**src/rtl/ssp_pkg.sv**
```systemverilog
package ssp_pkg;
    localparam int unsigned SSP_DW     = 8;
    localparam int unsigned SSP_STAGES = 2;
    typedef enum logic {PH_FALL = 1'b0, PH_RISE = 1'b1} phase_e;
endpackage

```
**src/rtl/ssp_sync_edge.sv**
```systemverilog
module ssp_sync_edge #(
    parameter int unsigned STAGES = ssp_pkg::SSP_STAGES
) (
    input  logic clk,
    input  logic rst_n,
    input  logic sclk_in,
    input  logic din,
    output logic rise,
    output logic fall,
    output logic dout
);
    typedef struct packed {
        logic [STAGES:0]   ck;
        logic [STAGES-1:0] dt;
    } sync_t;

    sync_t s_d, s_q;

    always_comb begin
        s_d    = s_q;
        s_d.ck = {s_q.ck[STAGES-1:0], sclk_in};
        s_d.dt = {s_q.dt[STAGES-2:0], din};
    end

    always_ff @(posedge clk or negedge rst_n) begin
        if (!rst_n) s_q <= '1;
        else        s_q <= s_d;
    end

    assign rise = s_q.ck[STAGES-1] & ~s_q.ck[STAGES];
    assign fall = ~s_q.ck[STAGES-1] & s_q.ck[STAGES];
    assign dout = s_q.dt[STAGES-1];
endmodule

```
**src/rtl/ssp_shifter.sv**
```systemverilog
module ssp_shifter #(
    parameter int unsigned DATA_W = ssp_pkg::SSP_DW
) (
    input  logic              clk,
    input  logic              rst_n,
    input  logic              int_clk,
    input  logic              tick,
    input  logic              ext_rise,
    input  logic              ext_fall,
    input  logic              sdi_s,
    input  logic              load_req,
    input  logic [DATA_W-1:0] load_data,
    output logic              load_ack,
    output logic              done,
    output logic [DATA_W-1:0] rx_byte,
    output logic              sclk_o,
    output logic              sdo,
    output logic              active
);
    import ssp_pkg::*;
    localparam int unsigned CW = $clog2(DATA_W + 1);
    localparam logic [CW-1:0] LAST = CW'(DATA_W - 1);
    localparam logic [CW-1:0] TAIL = CW'(DATA_W);

    typedef struct packed {
        logic              active;
        phase_e            phase;
        logic [CW-1:0]     cnt;
        logic [DATA_W-1:0] tx_sh;
        logic [DATA_W-1:0] rx_sh;
        logic              sclk;
        logic              sdo;
    } shf_t;

    shf_t s_d, s_q;
    logic [DATA_W-1:0] word;

    always_comb begin
        s_d      = s_q;
        load_ack = 1'b0;
        done     = 1'b0;
        word     = '1;
        if (int_clk) begin
            if (!s_q.active) begin
                s_d.sclk = 1'b1;
                s_d.sdo  = 1'b1;
                if (load_req) begin
                    load_ack     = 1'b1;
                    s_d.tx_sh    = load_data;
                    s_d.active   = 1'b1;
                    s_d.cnt      = '0;
                    s_d.phase    = PH_FALL;
                end
            end else if (tick) begin
                if (s_q.cnt == TAIL) begin
                    s_d.sdo    = 1'b1;
                    s_d.active = 1'b0;
                    s_d.cnt    = '0;
                end else if (s_q.phase == PH_FALL) begin
                    s_d.sclk  = 1'b0;
                    s_d.sdo   = s_q.tx_sh[0];
                    s_d.phase = PH_RISE;
                end else begin
                    s_d.sclk  = 1'b1;
                    s_d.rx_sh = {sdi_s, s_q.rx_sh[DATA_W-1:1]};
                    s_d.tx_sh = {1'b1, s_q.tx_sh[DATA_W-1:1]};
                    s_d.cnt   = s_q.cnt + 1'b1;
                    s_d.phase = PH_FALL;
                    done      = (s_q.cnt == LAST);
                end
            end
        end else begin
            s_d.sclk   = 1'b1;
            s_d.active = 1'b0;
            if (ext_fall) begin
                if (s_q.cnt == '0) begin
                    load_ack  = load_req;
                    word      = load_req ? load_data : '1;
                    s_d.tx_sh = word;
                    s_d.sdo   = word[0];
                end else begin
                    s_d.sdo = s_q.tx_sh[0];
                end
            end
            if (ext_rise) begin
                s_d.rx_sh = {sdi_s, s_q.rx_sh[DATA_W-1:1]};
                s_d.tx_sh = {1'b1, s_q.tx_sh[DATA_W-1:1]};
                if (s_q.cnt == LAST) begin
                    done    = 1'b1;
                    s_d.cnt = '0;
                    s_d.sdo = 1'b1;
                end else begin
                    s_d.cnt = s_q.cnt + 1'b1;
                end
            end
        end
    end

    always_ff @(posedge clk or negedge rst_n) begin
        if (!rst_n) begin
            s_q        <= '0;
            s_q.sclk   <= 1'b1;
            s_q.sdo    <= 1'b1;
            s_q.tx_sh  <= '1;
        end else begin
            s_q <= s_d;
        end
    end

    assign rx_byte = s_d.rx_sh;
    assign sclk_o  = s_q.sclk;
    assign sdo     = s_q.sdo;
    assign active  = s_q.active;
endmodule

```
**src/rtl/sync_serial_port.sv**
```systemverilog
module sync_serial_port #(
    parameter int unsigned DATA_W = ssp_pkg::SSP_DW,
    parameter int unsigned STAGES = ssp_pkg::SSP_STAGES
) (
    input  logic              clk,
    input  logic              rst_n,
    input  logic              baud_tick,
    input  logic              int_clk,
    input  logic              tx_en,
    input  logic              rx_en,
    input  logic              dout_en,
    input  logic              tx_irq_en,
    input  logic              rx_irq_en,
    input  logic              wr_en,
    input  logic [DATA_W-1:0] wr_data,
    input  logic              rd_en,
    output logic [DATA_W-1:0] rd_data,
    input  logic              err_clr,
    output logic              tx_empty,
    output logic              rx_full,
    output logic              overrun,
    output logic              tx_irq,
    output logic              rx_irq,
    input  logic              sclk_i,
    output logic              sclk_o,
    output logic              sclk_oe,
    input  logic              sdi,
    output logic              sdo,
    output logic              sdo_oe
);
    typedef struct packed {
        logic              tx_full;
        logic [DATA_W-1:0] tx_buf;
        logic              rx_full;
        logic [DATA_W-1:0] rx_buf;
        logic              ovr;
    } port_t;

    port_t p_d, p_q;

    logic              ext_rise, ext_fall, sdi_s;
    logic              load_ack, byte_done, shf_active;
    logic [DATA_W-1:0] rx_byte;

    ssp_sync_edge #(.STAGES(STAGES)) u_sync (
        .clk     (clk),
        .rst_n   (rst_n),
        .sclk_in (sclk_i),
        .din     (sdi),
        .rise    (ext_rise),
        .fall    (ext_fall),
        .dout    (sdi_s)
    );

    ssp_shifter #(.DATA_W(DATA_W)) u_shf (
        .clk       (clk),
        .rst_n     (rst_n),
        .int_clk   (int_clk),
        .tick      (baud_tick),
        .ext_rise  (ext_rise),
        .ext_fall  (ext_fall),
        .sdi_s     (sdi_s),
        .load_req  (p_q.tx_full & tx_en),
        .load_data (p_q.tx_buf),
        .load_ack  (load_ack),
        .done      (byte_done),
        .rx_byte   (rx_byte),
        .sclk_o    (sclk_o),
        .sdo       (sdo),
        .active    (shf_active)
    );

    always_comb begin
        p_d = p_q;
        if (load_ack) p_d.tx_full = 1'b0;
        if (wr_en) begin
            p_d.tx_full = 1'b1;
            p_d.tx_buf  = wr_data;
        end
        if (rd_en)   p_d.rx_full = 1'b0;
        if (err_clr) p_d.ovr     = 1'b0;
        if (byte_done && rx_en) begin
            if (p_q.rx_full && !rd_en) begin
                p_d.ovr = 1'b1;
            end else begin
                p_d.rx_buf  = rx_byte;
                p_d.rx_full = 1'b1;
            end
        end
    end

    always_ff @(posedge clk or negedge rst_n) begin
        if (!rst_n) p_q <= '0;
        else        p_q <= p_d;
    end

    assign rd_data  = p_q.rx_buf;
    assign tx_empty = ~p_q.tx_full;
    assign rx_full  = p_q.rx_full;
    assign overrun  = p_q.ovr;
    assign tx_irq   = tx_irq_en & ~p_q.tx_full;
    assign rx_irq   = rx_irq_en & (p_q.rx_full | p_q.ovr);
    assign sclk_oe  = int_clk;
    assign sdo_oe   = dout_en;
endmodule

```
**config.mk**
```make
export PLATFORM = sky130hd
export DESIGN_NAME = sync_serial_port
export DESIGN_NICKNAME = d
export VERILOG_FILES = /design/src/rtl/ssp_pkg.sv /design/src/rtl/ssp_sync_edge.sv /design/src/rtl/ssp_shifter.sv /design/src/rtl/sync_serial_port.sv
export SDC_FILE = /design/constraint.sdc
export NUM_CORES = 1
export LEC_CHECK = 0
export BUFFER_PORTS_ARGS = -buffer_cell sky130_fd_sc_hd__buf_2
export CAP_MARGIN = 0
export CELL_PAD_IN_SITES_DETAIL_PLACEMENT = 0
export CELL_PAD_IN_SITES_GLOBAL_PLACEMENT = 1
export CORE_UTILIZATION = 25
export DETAILED_ROUTE_END_ITERATION = 16
export GPL_TIMING_DRIVEN = 0
export HOLD_SLACK_MARGIN = 0.06
export PLACE_DENSITY = 0.55
export SETUP_SLACK_MARGIN = 0.2
export SLEW_MARGIN = 20
export SYNTH_ARGS = -nofsm -noshare
export SYNTH_HDL_FRONTEND = slang
export SYNTH_SLANG_ARGS = --single-unit
```
**constraint.sdc**
```tcl
create_clock -name clk -period 3.9 [get_ports clk]
set_clock_uncertainty 0.05 [all_clocks]
set_input_delay 1.17 -clock clk [delete_from_list [all_inputs] [get_ports clk]]
set_output_delay 1.17 -clock clk [all_outputs]
set_load 0.02 [all_outputs]
```
* Yosys cells after proc, flatten, opt, wreduce, memory -nomap -nowiden
Cells that the tools add are included.
Cells by class: $add $sub $neg 1, equal/unequal tests 10, multiplexer cells 44, bitwise gates (word level) 10, reduce and logical (&&, ||, !) cells 15
Operator list (count):
- two-way mux 20 bit | 2
- two-way mux 8 bit | 4
- two-way mux 14 bit | 2
- two-way mux 1 bit | 27
- two-way mux 24 bit | 1
- two-way mux 22 bit | 1
- two-way mux 9 bit | 2
- two-way mux 17 bit | 1
- two-way mux 10 bit | 1
- inequality test 3 bit, second input constant | 3
- two-way mux 4 bit | 2
- inequality test 4 bit, second input constant | 2
- AND reduction 4 bit | 2
- AND reduction 2 bit | 3
- AND reduction 6 bit | 1
- nonzero test 2 bit | 3
- nonzero test 3 bit | 2
- AND 1 bit | 5
- adder 4 x 1 -> 4 bit, second input constant | 1
- equality test 4 x 3 -> 1 bit, second input constant | 1
- equality test 4 bit, second input constant | 1
- logical NOT 4 bit | 1
- inequality test 2 bit, second input constant | 2
- inverter 1 bit | 4
- 5 further kinds | 6
Word-level totals: flip-flop bits (word level) 48, input port bits 22, output and inout bits 17, word-level logic and storage cells 94

* Longest topological paths before layout
Gate-level depths: netlist of the first run.
depth after elaboration 9, mapped depth 8, depth with buffers taken out 6

* Modules after synthesis
A second synthesis of the first run with hierarchy kept.
Unflattened totals: cell total of the unflattened synthesis 212, area, all modules 2566.2 µm²
By module, submodules not included:
- ssp_shifter | times used 1, cells each 147, area each 1559.0 µm², seq. area each 613.1 µm²
- sync_serial_port | times used 1, cells each 58, area each 860.8 µm², seq. area each 475.5 µm²
- ssp_sync_edge | times used 1, cells each 7, area each 146.4 µm², seq. area each 131.4 µm²

* Worst setup path before layout of the first run
No wires, ideal clock.
path kind input to output, start input tx_irq_en, end output tx_irq, arrival time 1497 ps, data required time 2680 ps, slack 1183 ps, stages on the path 1, buffers on the path 0, cell sequence nor2b_1
Between the ends: longest elaborated chain between the ends 1
RTL lines:
- start, declared | RTL line sync_serial_port.sv:12 | input logic tx_irq_en,
- AND 1 bit | RTL line sync_serial_port.sv:101 | assign tx_irq = tx_irq_en & ~p_q.tx_full;
- end, declared | RTL line sync_serial_port.sv:22 | output logic tx_irq,
No other way between the ends.

* Worst setup path in the final report of the first run
Ends and elaborated chain as after synthesis.

==> results by group, run 1 <==
Placed design
  – I/O Buffers: 35
  – Detailed placer's ending HPWL: around 3.1 mm
  – RePlAce Congestion: 0.7270
  – Placed Cells: 336
  – Dpl ws: around 1.2 ns

Synth
  – Synth Warn #: 0
  – Cell variety after synth: between 40 and 50
  – FF+latch count, synth: 47
  – Mux cell area share after synthesis: about 17%
  – Synth Area per Inst: about 12 um2
  – Sequential cell area fraction in the yosys report: 52.16%
  – Async set-reset flop share out of synthesis: 100.0%
  – Most frequent cell after synthesis: mux2_2
  – Primary FF master, synth: dfrtp_1
  – Synth Area in Compound Gates: between 10% and 20%
  – Adder-cell share of the synthesized area: 1.092%
  – Post-synth top area share: between 30% and 40%
  – Synth area leader: dfrtp_1
  – Synth Area in XOR/XNOR: less than 1%
  – Mapped Cells: about 190
  – Post-synth top cells: mux2_2, dfrtp_1, dfstp_2, buf_4, nand2_1
  – Simple-gate share of the synthesized area: 11.03%
  – Number of synthesized flops with an enable pin: 0
  – Top cells by area, synth: dfrtp_1, dfstp_2, mux2_2
  – Largest family of logic cells by synthesized area: multiplexers
  – Netlist Area Pre-Place: between 2000 and 2500 um2
  – Syn_nets: around 220

Pwr
  – Pwr dens: between 400 and 500 nW/um2
  – Leakage power: around 0.0013 uW
  – Peak supply drop: 0.1231 mV

Global routing
  – Gr usage total: between 10% and 20%
  – Grt ovf: 0
  – Number of global-route vias before repair: ~1700
  – Initial antenna violation count: 0
  – First-pass GRT wire length: roughly 8 mm
  – Largest net degree at the start of global routing: 48

Flow run
  – Max_cap viols: 0

CTS
  – CTS tree: built
  – Post-CTS Setup Bufs: 0
  – CTS clk-pin slew, worst paths: around 0.08 ns
  – Sink Count: 47
  – H-tree depth: 2
  – CTS Buf Count: 5
  – Clk_lat worst skew: between 0.2 and 0.3 ns
  – Post-CTS Resized: 0
  – Post-CTS Hold Fix Bufs: 0
  – CTS root buf: clkbuf_8
  – Max Root-Sink Buffers: 2

Critical path
  – Reg2reg end: rd_data[5]
  – Startpoint types: input pin
  – Crit Path Class: input pin to output port
  – Reg2reg path depth: 7
  – Maximum fanout along the worst path: 1
  – R2R Path Start: u_shf.s_q[18]
  – WP data required: roughly 2.7 ns
  – Crit path arrival time: 1.52 ns
  – Setup crit end kind: output port
  – R2R Setup Slk: 1.85 ns
  – Crit path from: tx_irq_en

Die
  – Die Wd: 97.73 um
  – Die Height: slightly below 100 um
  – Core Area: 8806 um2
  – # rows: 34
  – Starting density of the core: between 20% and 30%
  – Num ports: 39
  – DIE AREA: 9550 um2

Route
  – ANT nets after route: 0
  – Total wire length: 4.502 mm
  – Via count: between 1500 and 2000
  – Drt wl/cell: 13.09 um
  – # DRC: 8
  – Number of DRC markers in iteration 0: 59
  – Routed vias/inst: 4.642
  – First-pass detailed-route iteration total: 10

Timing
  – Hold Violations, Final: 0
  – Setup TNS: 0 ns
  – Slew headroom: 59.88%
  – Final setup viols: 0
  – Min cycle time layout: 2.744 ns
  – Final slew viol count: 0
  – FMAX: roughly 360 MHz
  – Worst setup margin: between 1 and 1.5 ns
  – Tcrit/Tclk final: 70.36%
  – Worst Tran Pin Value: roughly 0.60 ns
  – Unrepaired setup endpoints after global routing: no
  – Worst hold slack: about 0.3 ns

Finish
  – Share of cells above drive strength 1: 44.92%
  – Non-Filler Instances: between 300 and 400
  – Fin nets: between 200 and 300
  – Antenna diodes: 0
  – Layout overhead on the synthesized area: 17.20%

Hold path
  – Worst hold path depth: 0
  – Hold path endpoint: u_sync.s_d[4]
  – Min-delay worst type: flop to flop
  – Worst Hold Launch: u_sync.s_d[3]

Outcome
  – Violated checks: DRC
  – Status: finished with violations
[critical path, cell delays in order]
cell	delay, ns
buf_2	0.09
nor2b_1	0.11
buf_2	0.15
[how the worst max path moves through the flow]
stage	end	slack, ns	cells past startpoint
after detailed placement	tx_irq	1.16	3
after CTS	tx_irq	1.15	3
final	tx_irq	1.16	3
after global routing	tx_irq	1.13	3
after floorplan	tx_irq	1.18	1
after global placement	tx_irq	1.15	3
[area by class of cell]
class | instances | area (um2)
plain buffers | 21 | 120.1
clock buffers | 7 | 76.32
clock inverters | 1 | 5.005
fillers | 908 | 6121
inverters | 7 | 26.28
multi-input cells | 118 | 949.7
flip-flops and latches | 47 | 1195
well taps | 108 | 135.1
repair buffers | 35 | 177.7
[routing by layer]
metal / share of wire, % / global-route usage (%) / up-vias
met1: 46 / 13.19 / 795
met2: 49 / 17.40 / 21
met5: 0 / 0 / -
met4: 1.9 / 4.545 / 0
li1: - / - / 775
met3: 2.7 / 2.518 / 6
[layout by cell type (no fill, tap or decap), types with 5 or more instances in the layout]
cell type / count
nor4_1: 7
buf_4: 11
clkbuf_8: 5
inv_1: 7
o31ai_1: 7
mux2_2: 33
dfstp_2: 15
buf_2: 37
dfrtp_1: 32
nand2_1: 10
clkbuf_1: 8
a21oi_1: 9
[where the power goes]
part / leakage [uW] / internal (uW) / switching, uW
clock: 0.0000422 / 126 / 156
combinational: 0.000642 / 108 / 91.3
sequential: 0.000566 / 585 / 54.5
[metrics by stage]
stage	utilization (%)	power, uW	area [um2]
after global routing	30.49	1201	2685
after global placement	29.54	849.1	2601
after floorplan	-	785.1	2291
after detailed placement	29.57	852.5	2604
final	30.49	1120	2685
after CTS	30.49	1146	2685
[registers in the layout (all words and copies together), names as in the netlist]
register      count
u_shf.active      1
rx_full           1
overrun           1
u_sync.s_d        3
u_shf.sdo         1
u_shf.sclk_o      1
p_q               9
rd_data           8
u_sync.s_q        1
u_sync.dout       1
u_shf.s_q        20
[cell families (layout without fill, tap and decap cells)]
logic type / after synthesis / in the layout
AO/OA/AOI/OAI: 40 / 40
XOR/XNOR: 1 / 1
adder cells (fa/ha/maj): 2 / 2
buffers and inverters: 28 / 71
flip-flops: 47 / 47
multiplexers: 34 / 34
AND/OR/NAND/NOR: 41 / 41
(Power assumes the default switching activity.)
==> inputs of run 2 (changes only) <==
--- a/config.mk
+++ b/config.mk
@@ -5,6 +5,7 @@
 export SDC_FILE = /design/constraint.sdc
 export NUM_CORES = 1
 export LEC_CHECK = 0
+export ABC_AREA = 1
 export BUFFER_PORTS_ARGS = -buffer_cell sky130_fd_sc_hd__buf_2
 export CAP_MARGIN = 0
 export CELL_PAD_IN_SITES_DETAIL_PLACEMENT = 0
@@ -13,7 +14,7 @@
 export DETAILED_ROUTE_END_ITERATION = 16
 export GPL_TIMING_DRIVEN = 0
 export HOLD_SLACK_MARGIN = 0.06
-export PLACE_DENSITY = 0.55
+export PLACE_DENSITY = 0.59
 export SETUP_SLACK_MARGIN = 0.2
 export SLEW_MARGIN = 20
 export SYNTH_ARGS = -nofsm -noshare
==> constraint.sdc (replaced) <==
create_clock -name clk -period 2.5 [get_ports clk]
set_clock_uncertainty 0.05 [all_clocks]
set_input_delay 0.75 -clock clk [delete_from_list [all_inputs] [get_ports clk]]
set_output_delay 0.75 -clock clk [all_outputs]
set_load 0.02 [all_outputs]
==> run 2 against run 1 <==
  * Largest power group unchanged
  * Worst hold slack gained 0.0024 ns
  * Highest routed layer unchanged
  * Largest cell class unchanged
  * Routed wire length increased by 36%
  * Via count rose by 33%
  * Worst setup slack got worse by 0.68 ns
  * Register-to-register slack worse by 1.1 ns
  * Utilization increased by 0.051 points
  * The run now ends clean
==> results by group, run 2 <==
Outcome
  – Status: finished, final reports clean

Synth
  – Top cells by area, synth: dfrtp_1, nand2_1, dfstp_2
  – Primary FF master, synth: dfrtp_1
  – Synth area leader: dfrtp_1
  – Netlist Area Pre-Place: 2516 um2
  – Most frequent cell after synthesis: nand2_1
  – Cell variety after synth: 31
  – FF+latch count, synth: 48
  – Async set-reset flop share out of synthesis: 100.0%
  – Post-synth top area share: around a third
  – Syn_nets: between 300 and 400
  – Mapped Cells: 318
  – Number of synthesized flops with an enable pin: 0
  – Synth Warn #: 0
  – Post-synth top cells: nand2_1, dfrtp_1, nand3_1, inv_1
  – Sequential cell area fraction in the yosys report: ~48%
  – Synth Area per Inst: 7.912 um2

CTS
  – Sink Count: between 40 and 50
  – CTS root buf: clkbuf_8
  – Post-CTS Hold Fix Bufs: 0
  – Post-CTS Setup Bufs: 0
  – H-tree depth: 2
  – Max Root-Sink Buffers: 2
  – Clk_lat worst skew: 0.31 ns
  – CTS tree: built
  – Post-CTS Resized: 0
  – CTS Buf Count: 5
  – CTS clk-pin slew, worst paths: around 0.10 ns

Finish
  – Commonest non-fill, non-tap cell in the layout: nand2_1
  – Util after Layout: a little under a third
  – Share of cells above drive strength 1: 26.72%
  – Antenna diodes: 0
  – Most frequent cells in the layout: nand2_1, buf_2, dfrtp_1, nand3_1, inv_1
  – Most flops, register: u_shf.s_q
  – Fin nets: about 390
  – Max reg flops: 21
  – Layout overhead on the synthesized area: 18.65%
  – Non-Filler Instances: about 500

Timing
  – Min cycle time layout: roughly 2 ns
  – Setup TNS: 0 ns
  – Worst setup margin: approximately 0.48 ns
  – Hold Violations, Final: 0
  – Worst Tran Pin Value: 0.6301 ns
  – Tcrit/Tclk final: around 81%
  – Slew headroom: between 50 and 60%
  – Unrepaired setup endpoints after global routing: no
  – Final slew viol count: 0
  – FMAX: 494.3 MHz
  – Worst hold slack: 0.3112 ns
  – Final setup viols: 0

Die
  – # rows: 36
  – DIE AREA: around 10000 um2
  – Starting density of the core: 25.74%
  – Core Area: a little under 10000 um2
  – Die Height: 102.3 um
  – Die Wd: around 100 um
  – Num ports: 39

Hold path
  – Min-delay worst type: flop to flop
  – Worst Hold Launch: u_sync.s_d[1]
  – Hold path endpoint: u_sync.dout
  – Worst hold path depth: 0

Route
  – Total wire length: 6.135 mm
  – Number of DRC markers in iteration 0: approximately 70
  – Routed vias/inst: roughly 4.3
  – # DRC: 0
  – Drt wl/cell: roughly 12 um
  – ANT nets after route: 0
  – Via count: approximately 2100
  – First-pass detailed-route iteration total: 4

Pwr
  – Combinational share of power: between 20% and 30%
  – Peak supply drop: slightly above 0.3 mV
  – P_sw: slightly below 800 uW
  – Cell internal pwr: between 1000 and 1500 uW
  – Clock share of power: between 20% and 30%
  – Sw Ratio: approximately a third
  – Leakage power: about 0.0016 uW
  – Pwr dens: approximately 760 nW/um2
  – Flop pwr share: 47.4%

Placed design
  – Placed Cells: roughly 490
  – I/O Buffers: 37
  – Detailed placer's ending HPWL: ~4.3 mm
  – RePlAce Congestion: 0.7341
  – Dpl ws: roughly 0.47 ns

Critical path
  – Reg2reg path depth: 10
  – Reg2reg end: u_shf.s_q[12]
  – R2R Path Start: u_shf.s_q[18]
  – WP data required: roughly 1.7 ns
  – Crit path arrival time: 1.22 ns
  – Maximum fanout along the worst path: 7
  – R2R Setup Slk: 0.71 ns
  – Crit Path Class: input pin to output port
  – Setup crit end kind: output port
  – Startpoint types: input pin

Global routing
  – Largest net degree at the start of global routing: 49
  – First-pass GRT wire length: between 10 and 15 mm
  – Gr usage total: roughly an eighth
  – Initial antenna violation count: 0
  – Grt ovf: 0
  – Number of global-route vias before repair: between 2000 and 2500

Flow run
  – Max_cap viols: 0
## run 2: cell types whose count changed after synthesis, sizes merged, moves of 3 or more
cell / change
nand2: +116
mux2: -33
nand3: +27
inv: +23
o21ai: +11
nor2: +9
nand4: +8
o211ai: +8
nor4: -7
o31ai: -6
clkbuf: -4
a22o: -3
buf: +3
nand2b: -3
## run 2: per-layer routing
layer / global-route usage (%) / wire length (um) / vias up
met5: 0 / 0 / -
met4: 3.736 / 78 / 0
met3: 2.462 / 209 / 6
met2: 19.77 / 2746 / 38
met1: 18.66 / 3100 / 990
li1: - / - / 1097
## run 2: worst max-delay path by stage
stage / startpoint / end / slack (ns) / cells after the start
floorplan: tx_irq_en / tx_irq / 0.65 / 2
global placement: int_clk / sclk_oe / 0.47 / 3
detailed placement: int_clk / sclk_oe / 0.47 / 3
CTS: int_clk / sclk_oe / 0.47 / 3
global route: int_clk / sclk_oe / 0.45 / 3
finish: int_clk / sclk_oe / 0.48 / 3
## run 2: metrics by stage
step / power [uW] / area (um2)
final: 2263 / 2985
after global routing: 2443 / 2985
after CTS: 2297 / 2985
after detailed placement: 1686 / 2870
after global placement: 1685 / 2868
after floorplan: 1500 / 2516
## run 2: kinds of logic after synthesis
logic type | Yosys count | synth area share [%]
buffers and inverters | 52 | 10.29
flip-flops | 48 | 48.48
adder cells (fa/ha/maj) | 2 | 0.9944
AO/OA/AOI/OAI | 36 | 8.553
AND/OR/NAND/NOR | 180 | 31.68
## run 2: cell type report
type | count | area, um2
Fill cell | 1094 | 6789
Sequential cell | 48 | 1220
Multi-Input combinational cell | 218 | 1037
Timing Repair Buffer | 37 | 187.7
Tap cell | 133 | 166.4
Buffer | 20 | 136.4
Inverter | 32 | 122.6
Clock buffer | 5 | 68.82
Clock inverter | 3 | 46.29
## run 2: power groups by stage
stage	registers (uW)	clock network [uW]	logic, uW
6_report	1070	593	597
4_1_cts	1070	620	605
2_1_floorplan	1060	0	436
5_1_grt	1100	656	690
3_5_place_dp	1090	0	601
3_3_place_gp	1090	0	600
## run 2: worst max-delay path, cell delays in order
cell   delay [ns]
buf_2        0.19
buf_4        0.13
buf_2        0.14
==> inputs of run 3 (changes only) <==
--- a/config.mk
+++ b/config.mk
@@ -5,7 +5,7 @@
 export SDC_FILE = /design/constraint.sdc
 export NUM_CORES = 1
 export LEC_CHECK = 0
-export ABC_AREA = 1
+export ABC_AREA = 0
 export BUFFER_PORTS_ARGS = -buffer_cell sky130_fd_sc_hd__buf_2
 export CAP_MARGIN = 0
 export CELL_PAD_IN_SITES_DETAIL_PLACEMENT = 0
@@ -14,7 +14,7 @@
 export DETAILED_ROUTE_END_ITERATION = 16
 export GPL_TIMING_DRIVEN = 0
 export HOLD_SLACK_MARGIN = 0.06
-export PLACE_DENSITY = 0.59
+export PLACE_DENSITY = 0.55
 export SETUP_SLACK_MARGIN = 0.2
 export SLEW_MARGIN = 20
 export SYNTH_ARGS = -nofsm -noshare
==> constraint.sdc (replaced) <==
create_clock -name clk -period 1.9 [get_ports clk]
set_clock_uncertainty 0.05 [all_clocks]
set_input_delay 0.57 -clock clk [delete_from_list [all_inputs] [get_ports clk]]
set_output_delay 0.57 -clock clk [all_outputs]
set_load 0.02 [all_outputs]
==> run 3 against run 2 <==
  * The run now ends with DRC, setup timing left
  * First-iteration DRC count up 7.2%
  * Sequential share of layout area grew 0.30 points
  * Die area down 8.8%
  * Design area decreased by 2.8%
  * Largest cell class unchanged
==> results by group, run 3 (same netlist as run 1, synthesis figures left out) <==
Die
  – Die Height: 97.73 um
  – Num ports: 39
  – DIE AREA: roughly 9600 um2
  – Core Area: ~9000 um2
  – # rows: 34
  – Starting density of the core: between 20% and 30%
  – Die Wd: 97.73 um

CTS
  – CTS tree: built
  – CTS Buf Count: 5
  – H-tree depth: 2
  – Clk_lat worst skew: roughly 0.29 ns
  – Post-CTS Hold Fix Bufs: 0
  – Sink Count: between 40 and 50
  – CTS root buf: clkbuf_8
  – Max Root-Sink Buffers: 2
  – CTS clk-pin slew, worst paths: about 0.090 ns

Route
  – Drt wl/cell: ~14 um
  – Routed vias/inst: roughly 4.7
  – Total wire length: 4.844 mm
  – Via count: between 1500 and 2000
  – Number of DRC markers in iteration 0: between 70 and 80
  – First-pass detailed-route iteration total: 9
  – ANT nets after route: 0
  – # DRC: 2

Pwr
  – Leakage power: approximately 0.0014 uW
  – Pwr dens: between 800 and 900 nW/um2
  – Flop pwr share: between 50% and 60%
  – Cell internal pwr: about 1900 uW
  – P_sw: around 670 uW
  – Clock share of power: a little under 30%
  – Sw Ratio: around 26%
  – Peak supply drop: around 0.32 mV
  – Combinational share of power: 19.2%

Outcome
  – Violated checks: DRC, setup timing
  – Status: finished with violations

Finish
  – Fin nets: ~270
  – Non-Filler Instances: around 350
  – Max reg flops: 20
  – Commonest non-fill, non-tap cell in the layout: buf_2
  – Most frequent cells in the layout: buf_2, dfrtp_1, mux2_2, buf_4, dfstp_2
  – Share of cells above drive strength 1: around half
  – Antenna diodes: 0
  – Layout overhead on the synthesized area: 26.71%
  – Util after Layout: approximately 33%
  – Most flops, register: u_shf.s_q

Flow run
  – Max_cap viols: 0

Global routing
  – Grt ovf: 0
  – First-pass GRT wire length: a little over 8 mm
  – Largest net degree at the start of global routing: between 40 and 50
  – Initial antenna violation count: 0
  – Gr usage total: roughly 11%
  – Number of global-route vias before repair: approximately 1700

Placed design
  – Placed Cells: approximately 340
  – Detailed placer's ending HPWL: about 3.2 mm
  – I/O Buffers: 35
  – RePlAce Congestion: roughly 0.7

Critical path
  – WP data required: 2.08 ns
  – Setup crit end kind: flop
  – Crit path arrival time: 2.11 ns
  – R2R Path Start: u_shf.s_q[18]
  – Startpoint types: flop
  – Crit Path Class: flop to flop
  – Crit path from: u_shf.s_q[18]
  – Maximum fanout along the worst path: 8

Timing
  – Min cycle time layout: around 1.9 ns
  – Worst Tran Pin Value: slightly above 0.6 ns
  – Hold Violations, Final: 0
  – Tcrit/Tclk final: 101.8%
  – Final setup viols: 10
  – Final slew viol count: 0
  – Worst setup margin: -0.03362 ns
  – FMAX: 517.2 MHz
  – Slew headroom: roughly three fifths
  – Unrepaired setup endpoints after global routing: yes

Hold path
  – Min-delay worst type: input pin to asynchronous set/reset pin
[run 3: path summary, 6_finish.rpt]
kind,end,slack [ns],cells after the start
worst min-delay path,rd_data[6],0.21,1
worst min register to register,u_sync.dout,0.31,0
worst max register to register,u_shf.s_q[13],-0.03,6
worst max-delay path,u_shf.s_q[13],-0.03,6
max in group asynchronous,p_q[17],1.16,1
min in group clk,u_sync.dout,0.31,0
[run 3: critical path: stages (launching register included)]
cell      delay, ns
dfrtp_1        0.39
inv_2          0.08
ha_4           0.13
or3b_4         0.38
o211ai_1       0.31
o21ai_4        0.18
mux2_4         0.33
[run 3: cell type report]
cell class	instances	area, um2
tap	108	135.1
clock buffer	6	82.58
buffer	21	143.9
fill	898	5903
timing repair buffer	44	257.7
sequential	47	1195
inverter	7	26.28
multi-input combinational	118	1027
clock inverter	2	35.03
[run 3: repair_timing]
item,in CTS,in global routing
pin swaps,0,8
buffers inserted,5,3
setup endpoints to repair,30,33
resized for setup,14,12
cloned,1,0
[run 3: power by group through the flow]
| stage | registers, uW | clock network (uW) | logic [uW] |
|---|---|---|---|
| finish | 1310 | 762 | 493 |
| detailed placement | 1340 | 0 | 427 |
| global placement | 1330 | 0 | 418 |
| CTS | 1320 | 802 | 469 |
| global route | 1340 | 843 | 548 |
| floorplan | 1300 | 0 | 318 |
[run 3: per-layer routing]
metal	GRT usage [%]	vias up	part of all wire, %
met3	2.302	6	2.3
met1	14.65	848	49
met2	17.40	18	47
li1	-	793	-
met5	0	-	0
met4	4.196	0	1.8
[run 3: stage by stage]
stage                     worst slack [ns]   TNS, ns  area, um2  hold WS (ns)  power, uW
after floorplan                   0.004767         0       2308        0.2244       1620
after global routing               -0.1254    -1.959       2903        0.2688       2730
after global placement             -0.1187    -1.327       2619        0.2964       1752
after detailed placement           -0.1066    -1.337       2619        0.2973       1766
final                             -0.03362   -0.1080       2903        0.2071       2569
after CTS                         -0.02419  -0.04515       2834        0.2924       2588
